File: src/rtl/exc_pkg.sv
package exc_pkg;
    localparam int NK      = 11;
    localparam int VEC_W   = 8;
    localparam int IX_RST  = 0;
    localparam int IX_TRC  = 3;
    localparam int IX_IRQ  = 4;
    localparam logic [NK-1:0] G0_MASK = 11'b000_0000_0111;
    localparam logic [NK-1:0] G1_MASK = 11'b000_0111_1000;
    localparam logic [NK-1:0] G2_MASK = 11'b111_1000_0000;

    typedef enum logic [1:0] {ACT_NONE, ACT_ABORT, ACT_BOUNDARY, ACT_IN_EXEC} act_e;
    typedef enum logic [1:0] {S_IDLE, S_OFFER, S_CHAIN} st_e;

    function automatic logic [VEC_W-1:0] vec_of(input int idx);
        unique case (idx)
            1:       return 8'd2;
            2:       return 8'd3;
            3:       return 8'd9;
            5:       return 8'd4;
            6:       return 8'd8;
            7:       return 8'd32;
            8:       return 8'd7;
            9:       return 8'd6;
            10:      return 8'd5;
            default: return 8'd0;
        endcase
    endfunction

    function automatic act_e act_of(input int idx);
        if (idx <= 2)      return ACT_ABORT;
        else if (idx <= 6) return ACT_BOUNDARY;
        else               return ACT_IN_EXEC;
    endfunction
endpackage

File: src/rtl/exc_pick.sv
module exc_pick #(
    parameter int W = 11
) (
    input  logic [W-1:0] req_i,
    output logic [W-1:0] win_o
);
    // isolate lowest set bit: bit 0 is highest priority
    assign win_o = req_i & (~req_i + W'(1));
endmodule

File: src/rtl/exc_pend.sv
module exc_pend #(
    parameter int          W    = 11,
    parameter logic [W-1:0] KEEP = '0
) (
    input  logic         clk,
    input  logic         rst_n,
    input  logic [W-1:0] set_i,
    input  logic [W-1:0] clr_i,
    input  logic         flush_i,
    output logic [W-1:0] nxt_o
);
    logic [W-1:0] q;

    for (genvar i = 0; i < W; i++) begin : g_bit
        always_comb begin
            if (flush_i) nxt_o[i] = set_i[i] & KEEP[i];
            else         nxt_o[i] = (q[i] & ~clr_i[i]) | set_i[i];
        end
        always_ff @(posedge clk or negedge rst_n) begin
            if (!rst_n) q[i] <= 1'b0;
            else        q[i] <= nxt_o[i];
        end
    end
endmodule

File: src/rtl/exc_resolver.sv
module exc_resolver
    import exc_pkg::*;
#(
    parameter int LVL_W = 3
) (
    input  logic              clk,
    input  logic              rst_n,
    input  logic              req_reset,
    input  logic              req_bus_err,
    input  logic              req_addr_err,
    input  logic              req_trace,
    input  logic              req_illegal,
    input  logic              req_priv,
    input  logic              req_trap,
    input  logic              req_trapv,
    input  logic              req_chk,
    input  logic              req_zdiv,
    input  logic [LVL_W-1:0]  irq_level,
    input  logic [LVL_W-1:0]  irq_mask,
    input  logic              at_boundary,
    input  logic              exc_ack,
    output logic              grant_valid,
    output logic [NK-1:0]     grant_oh,
    output logic [VEC_W-1:0]  vec_num,
    output logic              vec_internal,
    output logic [1:0]        act_code
);
    localparam logic [LVL_W-1:0] LVL_NMI = {LVL_W{1'b1}};
    localparam logic [NK-1:0]    IRQ_BIT = NK'(1) << IX_IRQ;
    localparam logic [NK-1:0]    RST_BIT = NK'(1) << IX_RST;

    st_e           st_q, st_d;
    logic [NK-1:0] grant_q, grant_d;
    logic [NK-1:0] set_v, clr_v, pend_nxt, live, elig, cand, hp;
    logic          irq_ok, preempt;

    assign irq_ok = (irq_level == LVL_NMI) || (irq_level > irq_mask);
    assign set_v  = {req_zdiv, req_chk, req_trapv, req_trap, req_priv,
                     req_illegal, 1'b0, req_trace, req_addr_err,
                     req_bus_err, req_reset};
    assign clr_v  = (grant_valid && exc_ack) ? grant_q : '0;

    exc_pend #(.W(NK), .KEEP(RST_BIT)) u_pend (
        .clk     (clk),
        .rst_n   (rst_n),
        .set_i   (set_v),
        .clr_i   (clr_v),
        .flush_i (req_reset),
        .nxt_o   (pend_nxt)
    );

    assign live = pend_nxt | (irq_ok ? IRQ_BIT : '0);
    assign elig = G0_MASK | G2_MASK
                | (at_boundary ? G1_MASK : '0)
                | ((st_q == S_CHAIN) ? IRQ_BIT : '0);
    assign cand = live & elig;

    exc_pick #(.W(NK)) u_pick (
        .req_i (cand),
        .win_o (hp)
    );

    assign preempt = (|(hp & G0_MASK)) && (hp < grant_q);

    // next-state process
    always_comb begin
        st_d    = st_q;
        grant_d = grant_q;
        unique case (st_q)
            S_IDLE: begin
                if (|cand) begin
                    st_d    = S_OFFER;
                    grant_d = hp;
                end
            end
            S_OFFER: begin
                if (exc_ack) begin
                    st_d    = (grant_q[IX_TRC] && irq_ok) ? S_CHAIN : S_IDLE;
                    grant_d = '0;
                end else if (preempt) begin
                    grant_d = hp;
                end
            end
            S_CHAIN: begin
                if (|cand) begin
                    st_d    = S_OFFER;
                    grant_d = hp;
                end else begin
                    st_d = S_IDLE;
                end
            end
            default: begin
                st_d    = S_IDLE;
                grant_d = '0;
            end
        endcase
    end

    // state register
    always_ff @(posedge clk or negedge rst_n) begin
        if (!rst_n) begin
            st_q    <= S_IDLE;
            grant_q <= '0;
        end else begin
            st_q    <= st_d;
            grant_q <= grant_d;
        end
    end

    // output process
    always_comb begin
        grant_valid  = (st_q == S_OFFER);
        grant_oh     = grant_q;
        vec_num      = '0;
        vec_internal = 1'b0;
        act_code     = ACT_NONE;
        for (int i = 0; i < NK; i++) begin
            if (grant_q[i]) begin
                vec_num      = vec_of(i);
                vec_internal = (i != IX_IRQ);
                act_code     = act_of(i);
            end
        end
    end

    // single grant while valid
    a_r1_onehot: assert property (@(posedge clk) disable iff (!rst_n)
        grant_valid |-> $countones(grant_oh) == 1);
    // grant persists until acknowledged
    a_r1_hold: assert property (@(posedge clk) disable iff (!rst_n)
        grant_valid && !exc_ack |=> grant_valid);
    // only a first-class arrival may change an unacknowledged grant
    a_r8_stable: assert property (@(posedge clk) disable iff (!rst_n)
        grant_valid && !exc_ack && !req_reset && !req_bus_err && !req_addr_err
        |=> $stable(grant_oh));
    // trace, illegal and privilege start only at a boundary
    a_r5_boundary: assert property (@(posedge clk) disable iff (!rst_n)
        $rose(grant_valid) && (grant_oh[3] || grant_oh[5] || grant_oh[6])
        |-> $past(at_boundary));
    // interrupt vector is not internal
    a_r6_irq_vec: assert property (@(posedge clk) disable iff (!rst_n)
        grant_valid && grant_oh[IX_IRQ] |-> !vec_internal);
    // reset request is offered next
    a_r9_reset_wins: assert property (@(posedge clk) disable iff (!rst_n)
        req_reset |=> grant_valid && grant_oh[IX_RST]);
    // action code consistent with validity
    a_r4_act_none: assert property (@(posedge clk) disable iff (!rst_n)
        !grant_valid |-> act_code == 2'd0);
endmodule

File: config.mk
export PLATFORM = sky130hd
export DESIGN_NAME = exc_resolver
export DESIGN_NICKNAME = d
export VERILOG_FILES = /design/src/rtl/exc_pkg.sv /design/src/rtl/exc_pick.sv /design/src/rtl/exc_pend.sv /design/src/rtl/exc_resolver.sv
export SDC_FILE = /design/constraint.sdc
export NUM_CORES = 1
export LEC_CHECK = 0
export BUFFER_PORTS_ARGS = -buffer_cell sky130_fd_sc_hd__buf_2
export CORE_ASPECT_RATIO = 1.4
export CORE_MARGIN = 2
export CORE_UTILIZATION = 55
export CTS_BUF_LIST = sky130_fd_sc_hd__clkbuf_4
export CTS_CLUSTER_SIZE = 8
export DETAILED_ROUTE_END_ITERATION = 8
export GPL_TIMING_DRIVEN = 0
export PLACE_DENSITY = 0.92
export SYNTH_ARGS = -nofsm -noshare
export SYNTH_HDL_FRONTEND = slang
export SYNTH_HIERARCHICAL = 1
export SYNTH_SLANG_ARGS = --single-unit
File: constraint.sdc
create_clock -name clk -period 8.9 [get_ports clk]
set_input_delay 1.335 -clock clk [delete_from_list [all_inputs] [get_ports clk]]
set_output_delay 1.335 -clock clk [all_outputs]
set_load 0.05 [all_outputs]
==> run metrics <==
status finished clean; crit path DAT 4.99 ns; via/cell ratio about 5.9; Layout Nets around 280; cells along the critical path buf_2 > clkbuf_1 > and3_1 > nand2b_1 > a21oi_2 > o32ai_1 > inv_1 > or4_1 > nor3_1 > ha_1 > a21oi_1 > o211a_1 > nor2_1 > a221o_1 > buf_6 > a22o_1; top cell type's share of synthesized area 0.3276; vias in the first global route 1674; DP HPWL 3.514 mm; HP Start u_pend/q[6]; Ports 43; Final Slew Violations 0; drt pass-1 iters 5; initial antenna violation count 0; RSZ-0062 raised after global routing false; sequential-to-total area share from yosys stat 0.3276; Worst Max-Slew Pin Slew 0.6171 ns; IO Port Bufs 39; slowest cell on the critical path or4_1; Max Cap Viol 0; Core Region 3153 um2; Leak about 1.1 nW; worst reg2reg path endpoint grant_oh[6]; GP Congestion slightly above 0.9; share of layout cells above drive strength 1 0.3125; CTS tree yes; Synth cell types 50; Post-CTS Setup Inserts 0; crit path kind in2reg; CP Capture Type flop; clk sinks 24; n_diodes 0; f_max 209.3 MHz; overall fraction of global-route tracks in use 0.2531; hold path depth 2; clk buf depth 2; Mapped Area approximately 1800 um2; part of the cycle the worst path needs 0.5368; clock skew roughly 0.0033 ns; Die Area between 3000 and 4000 um2; post-layout util 0.6694; Worst path max stage delay 0.64 ns; final hold viol count 0; CTS clk-pin slew, worst paths 0.12 ns; Final Setup Violations 0; global-route wire length before repair between 7 and 8 mm; Reg2Reg Depth 16; synthesis warning total 6; GR Overflow Total 0; Buffers & Inverters on Critical Path 4; H-tree Lvls 1; Mapped Cells slightly below 200; Die W between 50 and 60 um; relative slew slack 0.5828; largest fanout on the critical path 10; DRC violations left 0; r2r startpoint st_q[0]; Max rail drop VDD 0.08878 mV; Initial Utilization 0.5813; clk_lat worst skew just over 0.3 ns; Die Height a little over 70 um; Pwr Density around 140 nW/um2; Period minus WS final 4.778 ns; setup slack, reg-to-reg 4.47 ns; row count 24; area delta synth->final 15.15%; worst hold path class reg2reg; CTS Buf Count 3; Total Neg Setup Slack 0 ns; Critical Path RT between 9 and 10 ns; Iteration-0 DRC Markers 80; dominant cell type by area after synthesis dfrtp_1; largest net degree at the start of global routing 25; synthesized area per cell 9.400 um2; Detailed Route WL between 4 and 5 mm; Top delay family on crit path simple AND/OR/NAND/NOR gates; routed vias 1648; antenna-violating nets left 0; Startpoint Class input pin; PostCTS Resize Cnt 0; routed len/inst 15.60 um; worst hold endpoint u_pend/q[6]; CTS Root Cell clkbuf_4; top cells by area, synth dfrtp_1, ha_1, inv_1, a21oi_2, a22o_1; number of synthesized register bits 24; hold_buf cts 0
## where the power goes
part,switching (mW),internal (mW)
Combinational,0.0814,0.0385
Clock,0.0312,0.0158
Sequential,0.00611,0.115
Total,0.119,0.170
## synth_stat cells, drive strengths merged
| cell | count |
|---|---|
| a211oi | 1 |
| a21o | 4 |
| a21oi | 17 |
| a221o | 1 |
| a22o | 11 |
| a31oi | 4 |
| and2 | 4 |
| and2b | 1 |
| and3 | 14 |
| buf | 8 |
| clkbuf | 2 |
| conb | 1 |
| dfrtp | 24 |
| ha | 13 |
| inv | 28 |
| nand2 | 4 |
| nand2b | 13 |
| nand3 | 3 |
| nand3b | 1 |
| nand4 | 1 |
| nand4b | 1 |
| nor2 | 8 |
| nor2b | 2 |
| nor3 | 5 |
| nor3b | 2 |
| nor4 | 4 |
| nor4b | 2 |
| o2111ai | 1 |
| o211a | 1 |
| o21a | 1 |
| o21ai | 3 |
| o21bai | 1 |
| o31ai | 1 |
| o32ai | 1 |
| o41ai | 1 |
| or2 | 1 |
| or3 | 2 |
| or3b | 1 |
| or4 | 2 |
## per-stage QoR
stage                     std cells  total power, mW  hold slack [ns]  area (um2)  worst slack [ns]
after floorplan                 198           0.2131           0.5228        1844             4.364
after detailed placement        276           0.2432           0.5585        2088             3.822
final                           279           0.2885           0.5730        2111             4.122
after global placement          276           0.2390           0.5360        2088             3.931
after CTS                       279           0.2899           0.5764        2111             4.142
after global routing            279           0.3026           0.5869        2111             3.855
## cell usage in the layout, fill, tap and decap left out, types with 2 or more instances in the layout
cell type,Yosys,layout
a31oi_1,4,4
buf_4,5,5
nor4_4,3,3
nand2b_1,12,12
conb_1,1,4
a21o_1,4,4
a21oi_2,11,11
a22o_1,11,11
clkbuf_1,2,2
inv_1,28,28
dfrtp_1,24,24
or3_1,2,2
nor3_1,4,4
ha_1,13,13
and2_1,4,4
a21oi_1,6,6
clkbuf_4,0,3
nor2_1,8,8
and3_1,13,13
o21ai_1,2,2
nand2_1,4,4
buf_2,0,39
nand3_1,3,3
buf_6,3,3
## worst register-to-register path, delay by kind of cell, from the launching register on
| kind | cells | cell delay (ns) |
|---|---|---|
| buffers and inverters | 3 | 0.66 |
| AO/OA/AOI/OAI | 6 | 1.30 |
| AND/OR/NAND/NOR | 6 | 1.62 |
| adder cells (fa/ha/maj) | 1 | 0.31 |
| flip-flops | 1 | 0.44 |
## registers in the layout (all words and copies together), names as in the netlist
| register | cells |
|---|---|
| grant_oh | 11 |
| st_q | 2 |
| u_pend/q | 11 |
## worst max path at each step
| stage | startpoint | to | depth (start not counted) |
|---|---|---|---|
| finish | exc_ack | grant_oh[6] | 16 |
| global route | exc_ack | grant_oh[0] | 16 |
| CTS | exc_ack | grant_oh[6] | 16 |
| detailed placement | exc_ack | grant_oh[1] | 16 |
| global placement | exc_ack | grant_oh[5] | 16 |
| floorplan | irq_mask[2] | grant_oh[0] | 15 |
## per-layer routing
layer	up-vias	global-route usage	wire, um
li1	773	-	-
met1	790	0.2859	1614
met2	76	0.4722	2415
met4	0	0.1054	93
met5	-	0	0
met3	9	0.01852	230
## cell families (layout without fill, tap and decap cells)
group	Yosys count	count (layout)	synth area share
AO/OA/AOI/OAI	48	48	0.2055
adder cells (fa/ha/maj)	13	13	0.08874
buffers and inverters	38	80	0.1003
flip-flops	24	24	0.3276
other	1	4	0.002046
AND/OR/NAND/NOR	71	71	0.2758
## cell type report
cell class	instances	area (um2)
Buffer	10	78.83
Clock buffer	3	22.52
Fill cell	275	1042
Inverter	28	105.1
Multi-Input combinational cell	136	1060
Sequential cell	24	600.6
Tap cell	39	48.80
Timing Repair Buffer	39	195.2
No activity file was read; power rests on OpenSTA's default activity.
